===== config.mk =====
export PLATFORM = sky130hd
export DESIGN_NAME = pin_drive_formatter
export DESIGN_NICKNAME = d
export VERILOG_FILES = /design/src/rtl/pdf_pkg.sv /design/src/rtl/pdf_event_decode.sv /design/src/rtl/pdf_sequencer.sv /design/src/rtl/pin_drive_formatter.sv
export SDC_FILE = /design/constraint.sdc
export NUM_CORES = 1
export LEC_CHECK = 0
export BUFFER_PORTS_ARGS = -buffer_cell sky130_fd_sc_hd__buf_2
export CORE_ASPECT_RATIO = 1.1
export CORE_MARGIN = 2
export CORE_UTILIZATION = 36
export DETAILED_ROUTE_END_ITERATION = 8
export PLACE_DENSITY = 0.73
export SYNTH_ARGS = -nofsm -noshare
export SYNTH_HDL_FRONTEND = slang
export SYNTH_SLANG_ARGS = --single-unit

===== constraint.sdc =====
create_clock -name clk -period 3.56 [get_ports clk]
set_input_delay 0.356 -clock clk [delete_from_list [all_inputs] [get_ports clk]]
set_output_delay 0.356 -clock clk [all_outputs]
set_load 0.005 [all_outputs]

===== src/rtl/pdf_pkg.sv =====
package pdf_pkg;

    localparam int CODE_W = 4;

    typedef enum logic [CODE_W-1:0] {
        EV_NONE   = 4'd0,
        EV_DRV_LO = 4'd1,
        EV_DRV_HI = 4'd2,
        EV_OFF    = 4'd3,
        EV_UP     = 4'd4,
        EV_DOWN   = 4'd5,
        EV_PRIOR  = 4'd6,
        EV_CMP_LO = 4'd7,
        EV_CMP_HI = 4'd8,
        EV_CMP_X  = 4'd9,
        EV_CMP_MID = 4'd10,
        EV_CMP_VAL = 4'd11,
        EV_WIN_LO = 4'd12,
        EV_WIN_HI = 4'd13,
        EV_WIN_MID = 4'd14,
        EV_WIN_VAL = 4'd15
    } ev_code_t;

    typedef struct packed {
        logic set_d;
        logic clr_d;
        logic set_e;
        logic clr_e;
    } ev_act_t;

    // state encoding is {enable, data}
    typedef enum logic [1:0] {
        S_OFF_LO = 2'b00,
        S_OFF_HI = 2'b01,
        S_ON_LO  = 2'b10,
        S_ON_HI  = 2'b11
    } drv_state_t;

endpackage


===== src/rtl/pdf_event_decode.sv =====
module pdf_event_decode
    import pdf_pkg::*;
(
    input  logic [CODE_W-1:0] code,
    output ev_act_t           act
);
    always_comb begin
        act = '0;
        unique case (ev_code_t'(code))
            EV_DRV_LO: act.clr_d = 1'b1;
            EV_DRV_HI: act.set_d = 1'b1;
            EV_OFF:    act.clr_e = 1'b1;
            EV_UP:     begin act.set_e = 1'b1; act.set_d = 1'b1; end
            EV_DOWN:   begin act.set_e = 1'b1; act.clr_d = 1'b1; end
            EV_PRIOR:  act.set_e = 1'b1;
            default:   act = '0;  // no action and compare codes
        endcase
    end
endmodule


===== src/rtl/pdf_sequencer.sv =====
module pdf_sequencer
    import pdf_pkg::*;
#(
    parameter int NSLOT = 8
) (
    input  logic [1:0]         cur,      // {enable, data}
    input  logic [NSLOT-1:0]   valid,
    input  ev_act_t            act [NSLOT],
    output logic [1:0]         nxt
);
    always_comb begin
        logic e;
        logic d;
        e = cur[1];
        d = cur[0];
        // ascending index: later slots overwrite earlier ones
        for (int i = 0; i < NSLOT; i++) begin
            if (valid[i]) begin
                if (act[i].set_d) d = 1'b1;
                if (act[i].clr_d) d = 1'b0;
                if (act[i].set_e) e = 1'b1;
                if (act[i].clr_e) e = 1'b0;
            end
        end
        nxt = {e, d};
    end
endmodule


===== src/rtl/pin_drive_formatter.sv =====
module pin_drive_formatter
    import pdf_pkg::*;
#(
    parameter int EV_PER_CH = 4,
    parameter int CW        = CODE_W
) (
    input  logic                    clk,
    input  logic                    rst_n,
    input  logic                    pair_mode,
    input  logic [EV_PER_CH-1:0]    own_strobe,
    input  logic [EV_PER_CH*CW-1:0] own_code,
    input  logic [EV_PER_CH-1:0]    nbr_strobe,
    input  logic [EV_PER_CH*CW-1:0] nbr_code,
    output logic                    drv_data,
    output logic                    drv_en,
    output logic                    load_en
);
    localparam int NSLOT = 2 * EV_PER_CH;

    drv_state_t         state_q;
    drv_state_t         state_d;
    logic [NSLOT-1:0]   slot_valid;
    ev_act_t            slot_act [NSLOT];
    logic [1:0]         seq_nxt;

    assign slot_valid = {nbr_strobe & {EV_PER_CH{pair_mode}}, own_strobe};

    for (genvar g = 0; g < NSLOT; g++) begin : g_dec
        if (g < EV_PER_CH) begin : g_own
            pdf_event_decode u_dec (
                .code (own_code[g*CW +: CW]),
                .act  (slot_act[g])
            );
        end else begin : g_nbr
            pdf_event_decode u_dec (
                .code (nbr_code[(g-EV_PER_CH)*CW +: CW]),
                .act  (slot_act[g])
            );
        end
    end

    pdf_sequencer #(.NSLOT(NSLOT)) u_seq (
        .cur   (state_q),
        .valid (slot_valid),
        .act   (slot_act),
        .nxt   (seq_nxt)
    );

    always_comb begin
        unique case (seq_nxt)
            2'b00:   state_d = S_OFF_LO;
            2'b01:   state_d = S_OFF_HI;
            2'b10:   state_d = S_ON_LO;
            default: state_d = S_ON_HI;
        endcase
    end

    // state register
    always_ff @(posedge clk or negedge rst_n) begin
        if (!rst_n) state_q <= S_OFF_LO;
        else        state_q <= state_d;
    end

    // outputs
    always_comb begin
        unique case (state_q)
            S_OFF_LO: begin drv_en = 1'b0; drv_data = 1'b0; end
            S_OFF_HI: begin drv_en = 1'b0; drv_data = 1'b1; end
            S_ON_LO:  begin drv_en = 1'b1; drv_data = 1'b0; end
            default:  begin drv_en = 1'b1; drv_data = 1'b1; end
        endcase
        load_en = ~drv_en;
    end

    logic idle_cycle;
    logic solo_own0;
    assign idle_cycle = (own_strobe == '0) && (!pair_mode || nbr_strobe == '0);
    assign solo_own0  = (own_strobe == 'd1) && (!pair_mode || nbr_strobe == '0);

    p_reset_state_r1: assert property (@(posedge clk) disable iff (!rst_n)
        $rose(rst_n) |-> (!drv_en && !drv_data && load_en));

    p_load_compl_r2: assert property (@(posedge clk) disable iff (!rst_n)
        load_en != drv_en);

    p_hold_idle_r10: assert property (@(posedge clk) disable iff (!rst_n)
        idle_cycle |=> ($stable(drv_en) && $stable(drv_data)));

    p_up_solo_r5: assert property (@(posedge clk) disable iff (!rst_n)
        (solo_own0 && own_code[CW-1:0] == EV_UP) |=> (drv_en && drv_data));

    p_off_keeps_data_r4: assert property (@(posedge clk) disable iff (!rst_n)
        (solo_own0 && own_code[CW-1:0] == EV_OFF) |=> (!drv_en && $stable(drv_data)));

    p_prior_keeps_data_r6: assert property (@(posedge clk) disable iff (!rst_n)
        (solo_own0 && own_code[CW-1:0] == EV_PRIOR) |=> (drv_en && $stable(drv_data)));

endmodule


==> results of run 1 <==
-- placed cells by master (no fill, tap or decap), drive strengths merged, types with 3 or more instances in the layout --
master	instances
buf	45
nand2	8
nor2	6
o21ai	6
a21oi	5
xnor2	4
o32ai	4
inv	4
nand4b	4
nand3b	4
nand2b	4
nor3	3
clkbuf	3
or3b	3
-- power breakdown --
group | internal, mW | switching (mW) | total (mW) | leakage, nW
registers | 0.0286 | 0.00460 | 0.0332 | 0.0224
logic | 0.0529 | 0.0446 | 0.0975 | 0.362
clock network | 0.0371 | 0.0125 | 0.0497 | 0.0138
total | 0.119 | 0.0617 | 0.180 | 0.398
-- routing by layer --
layer | vias to the layer above | share of wire (%) | wire length [microns] | GRT usage (%)
met2 | 24 | 51 | 862 | 28.8
met4 | 0 | 1.5 | 25 | 7.27
met1 | 369 | 43 | 732 | 21.0
met5 | - | 0 | 0 | 0
met3 | 4 | 4.5 | 77 | 2.26
li1 | 433 | - | - | -
-- cells by family (layout without fill, tap and decap cells) --
group / Yosys count / in the layout / synth area share [%]
AOI/OAI and AO/OA: 32 / 32 / 39.5
xor gates and xnor gates: 5 / 5 / 7.06
buffers and inverters: 6 / 53 / 3.63
DFF: 2 / 2 / 8.06
and+or+nand+nor: 40 / 40 / 41.7
-- cells in the mapped netlist, drive strengths merged (2+ instances only) --
master  count  area [sq um]
a21oi       5          25.0
a31oi       2          12.5
and3b       2          20.0
clkbuf      2          7.51
dfrtp       2          50.1
inv         4          15.0
nand2       8          30.0
nand2b      4          32.5
nand3       2          10.0
nand3b      4          33.8
nand4b      4          35.0
nor2        6          22.5
nor2b       2          12.5
nor3        3          15.0
o211ai      2          15.0
o21ai       6          30.0
o32ai       4          35.0
or3b        3          28.8
xnor2       4          35.0
-- area by class of cell --
| class | count | area [sq um] | share of cell area [%] |
|---|---|---|---|
| clock buffer | 3 | 22.5 | 2.52 |
| inverter | 4 | 15.0 | 1.68 |
| multi-input combinational | 77 | 548 | 61.4 |
| sequential | 2 | 50.0 | 5.61 |
| tap | 17 | 21.3 | 2.38 |
| timing repair buffer | 46 | 235 | 26.4 |
-- final timing paths --
path / to / slack, ns / cells past startpoint
min in group clk: state_q[0] / 0.54 / 4
worst min-delay path: state_q[1] / 0.45 / 2
worst min register to register: state_q[1] / 0.89 / 4
worst max-delay path: state_q[0] / 2.11 / 6
max in group asynchronous: state_q[0] / 3.01 / 2
worst max register to register: state_q[0] / 2.20 / 5
-- metrics by stage --
step	setup slack, ns	util (%)
after floorplan	2.05	-
after global placement	1.91	53.9
after detailed placement	1.87	53.9
after CTS	2.11	55.9
after global routing	2.00	55.9
final	2.11	55.9
-- worst reg2reg max path, delay by kind of cell (launching register included) --
family	cells	cell delay [ns]
compound gates	4	0.74
simple gates	1	0.11
flops	1	0.38
==> metrics.txt, run 1 <==
initial DRC count 6; number of global-route vias before repair 699; Yosys warning total 0; placed cell count 145; Post-synth EDFFs 0; Critical Path Start own_code[7]; Ports 46; startpoint type of the worst setup path input port; Final HPWL DP 1.50 mm; Tot Pwr 180 uW; Async SR Flop Fraction 100%; row count 15; GRT overflow 0; DR vias/cell 5.57; Tmin final 1.45 ns; Fin Hold WS 0.448 ns; clock buffer depth 2; clock sinks 2; Worst Path Required 3.65 ns; Hold Buf Count CTS 1; Num CTS Buffers 3; Setup TNS Final 0 ns; Chip Width 43.6 microns; Worst-Skew Late Latency 0.22 ns; Routed WL 1.70 mm; 1st-pass router iterations 4; Crit path max-delay family compound AO/OA/AOI/OAI gates; max-slew violation count 0; Post-synth top flop dfrtp_1; worst slew pin tran 0.441 ns; VDD IR-drop max 0.000117 V; routed wire length per instance 11.4 microns; Biggest register state_q; max reg flops 2; Cells after Synth 85; post-synthesis register bit count 2; core area 1600 sq um; R2R Path Start state_q[0]; Root Buffer clkbuf_4; CP Capture Type flip-flop; syn_nets 128; relative slew slack 70.5%; CP Cell Sequence buf_2 -> nand2b_4 -> or3b_1 -> o2111a_1 -> a2111oi_2 -> o21ai_0; Worst Clk Skew 0 ns; final hold vios 0; filler cell count 170; die height 47.5 microns; H-tree levels 1; biggest regs state_q x2; Mapped Area 621 sq um; Critical Path Max Stage Delay 0.37 ns; pin count of the biggest net entering global routing 8; RSZ-0062 raised after global routing no; via count 830; area delta synth->final 43.8%; diode count 0; Leak 0.398 nW; DRC 0; status finished clean; critical path class input port to flip-flop; GRT Overall Usage 16.7%; Layout Cells excl Fill 149; average size of a mapped cell 7.30 sq um; Hold Crit Class input port to async pin; worst-path maximum fanout 3; Fmax achieved 0.688 GHz; CTS tree yes; Worst path slowest cell or3b_1; Finished Cell Area 892 sq um; RePlAce Congestion 0.745; Buf/Inv on CP 1; arrival time at the worst endpoint 1.54 ns; share of layout cells above drive strength 1 43.2%; number of max-cap violations 0; die footprint 2070 sq um; library cells used by synthesis 40; sequential share of the synthesized area 8.06%; Clk pin slew, worst setup/hold paths 0.03 ns; PwrDens 202 nW/um^2; placed instance area 860 sq um; Layout Nets 177; final worst path period share 40.9%; first-pass GRT wire length 2.66 mm; initial antenna violation count 0; port bufs 45; final setup fails 0; Initial Utilization 38.9%; Routed Antenna Nets 0; post-cts sizing count 0; Post-CTS Setup Inserts 0
Note: power is estimated with default switching activity, not from simulation.
==> run 2, diff against run 1 <==
--- a/config.mk
+++ b/config.mk
@@ -5,12 +5,13 @@
 export SDC_FILE = /design/constraint.sdc
 export NUM_CORES = 1
 export LEC_CHECK = 0
+export ABC_AREA = 1
 export BUFFER_PORTS_ARGS = -buffer_cell sky130_fd_sc_hd__buf_2
 export CORE_ASPECT_RATIO = 1.1
 export CORE_MARGIN = 2
 export CORE_UTILIZATION = 36
 export DETAILED_ROUTE_END_ITERATION = 8
-export PLACE_DENSITY = 0.73
+export PLACE_DENSITY = 0.72
 export SYNTH_ARGS = -nofsm -noshare
 export SYNTH_HDL_FRONTEND = slang
 export SYNTH_SLANG_ARGS = --single-unit
==> constraint.sdc (replaced) <==
create_clock -name clk -period 1.45 [get_ports clk]
set_input_delay 0.145 -clock clk [delete_from_list [all_inputs] [get_ports clk]]
set_output_delay 0.145 -clock clk [all_outputs]
set_load 0.005 [all_outputs]
==> run 2 against run 1 <==
First-iteration DRC count rose to 2.8 times the previous value. Count of clock-buffer cells in the layout unchanged. Total power rose to 2.8 times the previous value. Core utilization up 1.4 points. Design area up 3.8%. Largest power group unchanged. Clock power rose to 2.7 times the previous value. Highest routed layer unchanged. Critical path depth up 10.
==> metrics.txt, run 2 <==
status finished clean; CTS tree yes; most frequent cells in the layout buf_2 (45), nand2_1 (43), inv_1 (23); hold wc startpoint nbr_code[14]; DR vias/cell 5.07 (-8.9%); relative slew slack 82.0% (+11 points); worst slew pin tran 0.269 ns (-0.172 ns); syn_nets 172 (+34%); row count 15 (unchanged); initial DRC count 17 (+11); first-pass GRT wire length 2.97 mm (+11%); die height 47.9 microns (+0.74%); final hold vios 0 (unchanged); Worst Path Required 1.57 ns (-2.08 ns); biggest regs state_q x2; worst hold endpoint state_q[1]; FF/Latch Area 50.0 sq um (unchanged); Hold Path Depth 3; final setup fails 0 (unchanged); reg2reg setup slack 0.03 ns (-2.17 ns); H-tree levels 1 (unchanged); Hold Crit Class input port to flip-flop; pre-CTS setup slack -0.00618 ns (-1.88 ns); critical path class flip-flop to flip-flop; GRT Overall Usage 18.5% (+1.8 points); RePlAce Congestion 0.782 (+5.0%); core area 1610 sq um (+1.2%); Worst-Skew Late Latency 0.23 ns (about the same); average size of a mapped cell 4.89 sq um (-33%); commonest non-fill, non-tap cell in the layout buf_2; Root Buffer clkbuf_4; GRT overflow 0 (unchanged); Critical Path Start state_q[0]; number of max-cap violations 0 (unchanged); RSZ-0062 raised after global routing yes; clock buffer depth 2 (unchanged); final worst setup slack 0.0272 ns (-2.08 ns); Ports 46 (unchanged); initial antenna violation count 0 (unchanged); DRC 0 (unchanged); Biggest register state_q; max-slew violation count 0 (unchanged); post-synthesis register bit count 2 (unchanged); Clk pin slew, worst setup/hold paths 0.03 ns (about the same); sequential share of the synthesized area 7.94% (-0.13 points); placed cell count 189 (+30%); filler cell count 167 (-1.8%); diode count 0 (unchanged); most frequent CP cell nand2_1; Num CTS Buffers 3 (unchanged); Mapped Area 631 sq um (+1.6%); Worst path slowest cell dfrtp_1; via count 979 (+18%); CP Cell Sequence inv_2 -> nand3_2 -> nand2_2 -> nand2_1 -> nand2_1 -> nand2_1 -> nand2_1 -> nand2_1 -> nand2_1 -> nand2_1 -> nand2_1 -> nand2_1 -> nand2_1 -> nand2_1 -> nand2_1 -> a21oi_2; clock sinks 2 (unchanged); number of global-route vias before repair 815 (+17%); Chip Width 43.9 microns (+0.73%); Post-synth top cells nand2_1 (44), inv_1 (25), nand3_1 (13); R2R Path End state_q[0]; area delta synth->final 46.8%; Post-synth EDFFs 0 (unchanged); 1st-pass router iterations 4 (unchanged); Layout Cells excl Fill 193 (+30%); Tmin final 1.42 ns; Area contributors post-synth nand2_1 (26%), inv_1 (15%), nand3_1 (10%), dfrtp_1 (7.9%), nor2_1 (6.5%); Leak 0.553 nW (+39%); R2R Path Start state_q[0]; Critical Path Max Stage Delay 0.39 ns (+0.02 ns); Worst Clk Skew 0 ns (unchanged); routed wire length per instance 9.64 microns (-15%); CP Capture Type flip-flop; pin count of the biggest net entering global routing 6 (-2); library cells used by synthesis 19 (-53%); Yosys top cell by area nand2_1; Tot Pwr 508 uW (+180%); FF-to-FF path depth 16 (+11); PwrDens 548 nW/um^2 (+170%); Routed Antenna Nets 0 (unchanged); die footprint 2100 sq um (+1.5%); area of the multi-input gates 503 sq um (-8.2%); port bufs 45 (unchanged); max reg flops 2 (unchanged); post-synth top area share 26.2% (+18 points); Yosys warning total 0 (unchanged); arrival time at the worst endpoint 1.54 ns (about the same); Layout Nets 221 (+25%); Initial Utilization 39.1% (+0.17 points); worst-path maximum fanout 3 (unchanged); final worst path period share 98.1%; Final HPWL DP 1.58 mm (+5.1%); Cells after Synth 129 (+52%); Post-synth top flop dfrtp_1; share of layout cells above drive strength 1 32.4% (-11 points); Routed WL 1.86 mm (+9.6%); startpoint type of the worst setup path flip-flop; VDD IR-drop max 0.000315 V (+170%); Async SR Flop Fraction 100% (unchanged); Fmax achieved 0.703 GHz; most frequent cell after synthesis nand2_1
-- run 2: cell types whose count changed after synthesis, moves of 5 or more --
cell	delta
nand2_1	+36
nand4_1	+5
nand3_1	+11
inv_1	+21
nor2_1	+5
-- run 2: worst max-delay path, delay by kind of cell, from the launching register on --
family          cells  cell delay (ns)
simple gates       14             0.81
flops               1             0.39
buf+inv             1             0.06
compound gates      1             0.05
-- run 2: how the worst max path moves through the flow --
stage,to,depth (start not counted)
final,state_q[0],16
after global routing,state_q[0],16
after CTS,state_q[0],16
after detailed placement,state_q[0],15
after global placement,state_q[0],15
after floorplan,state_q[0],16
-- run 2: through the flow --
| stage | util (%) | TNS (ns) | hold WS [ns] | instance area, sq um |
|---|---|---|---|---|
| 4_1_cts | 55.9 | 0 | 0.206 | 902 |
| 3_5_place_dp | 53.9 | -0.00618 | -0.0664 | 870 |
| 6_report | 57.4 | 0 | 0.197 | 926 |
| 3_3_place_gp | 53.9 | 0 | -0.0673 | 870 |
| 5_1_grt | 57.4 | -0.127 | 0.254 | 926 |
| 2_1_floorplan | - | 0 | -0.151 | 631 |
-- run 2: cell families (layout without fill, tap and decap cells) --
logic type | after synthesis | count (layout) | synth area share, %
AND/OR/NAND/NOR | 82 | 82 | 55.6
buffers and inverters | 27 | 74 | 16.1
AO/OA/AOI/OAI | 18 | 18 | 20.4
flip-flops | 2 | 2 | 7.94
-- run 2: area by class of cell --
cell class              instances  area share (%)
multi-input cells             100            54.3
repair buffers                 46            25.4
inverters                      25            10.1
flip-flops and latches          2            5.41
clock buffers                   3            2.43
well taps                      17            2.30
-- run 2: power by group --
| group | internal [mW] | total [mW] | switching [mW] |
|---|---|---|---|
| sequential | 0.0692 | 0.0799 | 0.0108 |
| clock | 0.0922 | 0.136 | 0.0434 |
| combinational | 0.133 | 0.292 | 0.159 |
| total | 0.295 | 0.508 | 0.213 |
-- run 2: layer usage --
| layer | part of all wire [%] | global-route usage [%] |
|---|---|---|
| met1 | 40 | 21.5 |
| met2 | 52 | 35.0 |
| met3 | 7.0 | 2.26 |
| met4 | 0.97 | 7.27 |
| met5 | 0 | 0 |
-- run 2: timing repair --
action | CTS | global route
endpoints found under the hold margin | 2 | 0
gates resized for setup | 0 | 8
setup endpoints to repair | 0 | 2
buffers inserted | 0 | 0
hold buffers | 1 | 0
==> run 3, diff against run 2 <==
--- a/config.mk
+++ b/config.mk
@@ -12,6 +12,7 @@
 export CORE_UTILIZATION = 36
 export DETAILED_ROUTE_END_ITERATION = 8
 export PLACE_DENSITY = 0.72
+export RECOVER_POWER = 100
 export SYNTH_ARGS = -nofsm -noshare
 export SYNTH_HDL_FRONTEND = slang
 export SYNTH_SLANG_ARGS = --single-unit
==> run 3 against run 2 <==
Global-route usage did not move. Sequential cell count is the same. Via count unchanged.
==> metrics.txt, run 3 (same netlist as run 2, synthesis figures left out) <==
Worst path slowest cell dfrtp_1; Worst-Skew Late Latency 0.23 ns (about the same); Fmax achieved 0.703 GHz (unchanged); Routed WL 1.86 mm (unchanged); Buf/Inv on CP 1 (unchanged); P_int 294 uW (-0.13%); Initial Utilization 39.1% (unchanged); GRT overflow 0 (unchanged); Num CTS Buffers 3 (unchanged); final worst path period share 98.1% (unchanged); Tot Pwr 507 uW (about the same); P_sw 213 uW (about the same); Worst Clk Skew 0 ns (unchanged); RePlAce Congestion 0.782 (unchanged); initial antenna violation count 0 (unchanged); Layout Nets 221 (unchanged); Fin Hold WS 0.197 ns (-0.0000270 ns); 1st-pass router iterations 4 (unchanged); status finished clean; pre-CTS setup slack -0.00618 ns (unchanged); number of global-route vias before repair 815 (unchanged); first-pass GRT wire length 2.97 mm (unchanged); final hold vios 0 (unchanged); clock sinks 2 (unchanged); area delta synth->final 46.6%; most frequent CP cell nand2_1; max-slew violation count 0 (unchanged); max reg flops 2 (unchanged); share of total power in sequential cells 15.8% (about the same); VDD IR-drop max 0.000315 V (about the same); H-tree levels 1 (unchanged); Crit path max-delay family simple AND/OR/NAND/NOR gates; diode count 0 (unchanged); worst-path maximum fanout 3 (unchanged); Root Buffer clkbuf_4; initial DRC count 17 (unchanged); Tmin final 1.42 ns (unchanged); arrival time at the worst endpoint 1.54 ns (about the same); core area 1610 sq um (unchanged); Hold Crit Class input port to flip-flop; CP Cell Sequence inv_2 -> nand3_2 -> nand2_2 -> nand2_1 -> nand2_1 -> nand2_1 -> nand2_1 -> nand2_1 -> nand2_1 -> nand2_1 -> nand2_1 -> nand2_1 -> nand2_1 -> nand2_1 -> nand2_1 -> a21oi_2; Leak 0.550 nW (-0.50%); share of layout cells above drive strength 1 31.8% (-0.57 points); row count 15 (unchanged); clock buffer depth 2 (unchanged); routed wire length per instance 9.64 microns (unchanged); Biggest register state_q; pin count of the biggest net entering global routing 6 (unchanged); most frequent cells in the layout buf_2 (44), nand2_1 (43), inv_1 (23); Ports 46 (unchanged); DR vias/cell 5.07 (unchanged); GRT Overall Usage 18.5% (unchanged); worst slew pin tran 0.269 ns (unchanged); number of max-cap violations 0 (unchanged); die height 47.9 microns (unchanged); Net Sw Frac 42.0% (about the same); via count 979 (unchanged); die footprint 2100 sq um (unchanged); Clock Power Share 26.7% (about the same); Setup TNS Final 0 ns (unchanged); critical path class flip-flop to flip-flop; final worst setup slack 0.0272 ns (unchanged); Chip Width 43.9 microns (unchanged); startpoint type of the worst setup path flip-flop; biggest regs state_q x2; relative slew slack 82.0% (unchanged); DRC 0 (unchanged); commonest non-fill, non-tap cell in the layout buf_2; CP Capture Type flip-flop; RSZ-0062 raised after global routing yes; Worst Path Required 1.57 ns (about the same); Routed Antenna Nets 0 (unchanged); share of total power in combinational logic 57.5% (about the same); Critical Path Max Stage Delay 0.39 ns (about the same); Final HPWL DP 1.58 mm (unchanged); Clk pin slew, worst setup/hold paths 0.03 ns (about the same); PwrDens 549 nW/um^2 (about the same); CTS tree yes; port bufs 45 (unchanged); final setup fails 0 (unchanged)
==> run 3: cell count changes in the layout (fill, tap and decap cells not counted), sizes merged <==
cell,delta
buf,-1
clkbuf,+1
==> run 3: path summary, 6_finish.rpt <==
kind,startpoint,slack (ns),to,cells past startpoint
min,nbr_code[14],0.20,state_q[1],3
max,state_q[0],0.03,state_q[0],16
max reg2reg,state_q[0],0.03,state_q[0],16
min reg2reg,state_q[1],1.10,state_q[1],10
min in group asynchronous,rst_n,0.22,state_q[1],2
max in group asynchronous,rst_n,1.09,state_q[0],2
==> run 3: timing repair <==
item / in CTS / in global routing
endpoints found under the setup margin: 0 / 2
hold endpoints to repair: 2 / 0
gates resized for setup: 0 / 8
hold buffers: 1 / 0
setup buffers: 0 / 0
==> run 3: layer usage <==
| metal | part of all wire, % | track usage (%) |
|---|---|---|
| met4 | 0.97 | 7.27 |
| met3 | 7.0 | 2.26 |
| met2 | 52 | 35.0 |
| met5 | 0 | 0 |
| met1 | 40 | 21.5 |
==> run 3: area by class of cell <==
cell class / count / area, sq um
Fill cell: 167 / 689
Tap cell: 17 / 21.3
Multi-Input combinational cell: 100 / 503
Inverter: 25 / 93.8
Timing Repair Buffer: 46 / 234
Sequential cell: 2 / 50.0
Clock buffer: 3 / 22.5
==> run 3: power groups by stage <==
stage | registers, mW | logic (mW) | clock network (mW)
finish | 0.0799 | 0.292 | 0.136
global route | 0.0818 | 0.335 | 0.141
CTS | 0.0782 | 0.273 | 0.134
detailed placement | 0.0787 | 0.270 | 0
global placement | 0.0779 | 0.263 | 0
floorplan | 0.0768 | 0.153 | 0
==> run 3: metrics by stage <==
step	cell area (sq um)	util, %	std cells
CTS	902	55.9	193
floorplan	631	-	129
finish	925	57.3	193
global route	925	57.3	193
global placement	870	53.9	189
detailed placement	870	53.9	189
==> run 3: worst reg2reg max path: stages (launching register included) <==
cell     delay (ns)
dfrtp_1        0.39
inv_2          0.06
nand3_2        0.07
nand2_2        0.06
nand2_1        0.04
nand2_1        0.08
nand2_1        0.05
nand2_1        0.05
nand2_1        0.05
nand2_1        0.06
nand2_1        0.04
nand2_1        0.07
nand2_1        0.05
nand2_1        0.06
nand2_1        0.04
nand2_1        0.09
a21oi_2        0.05
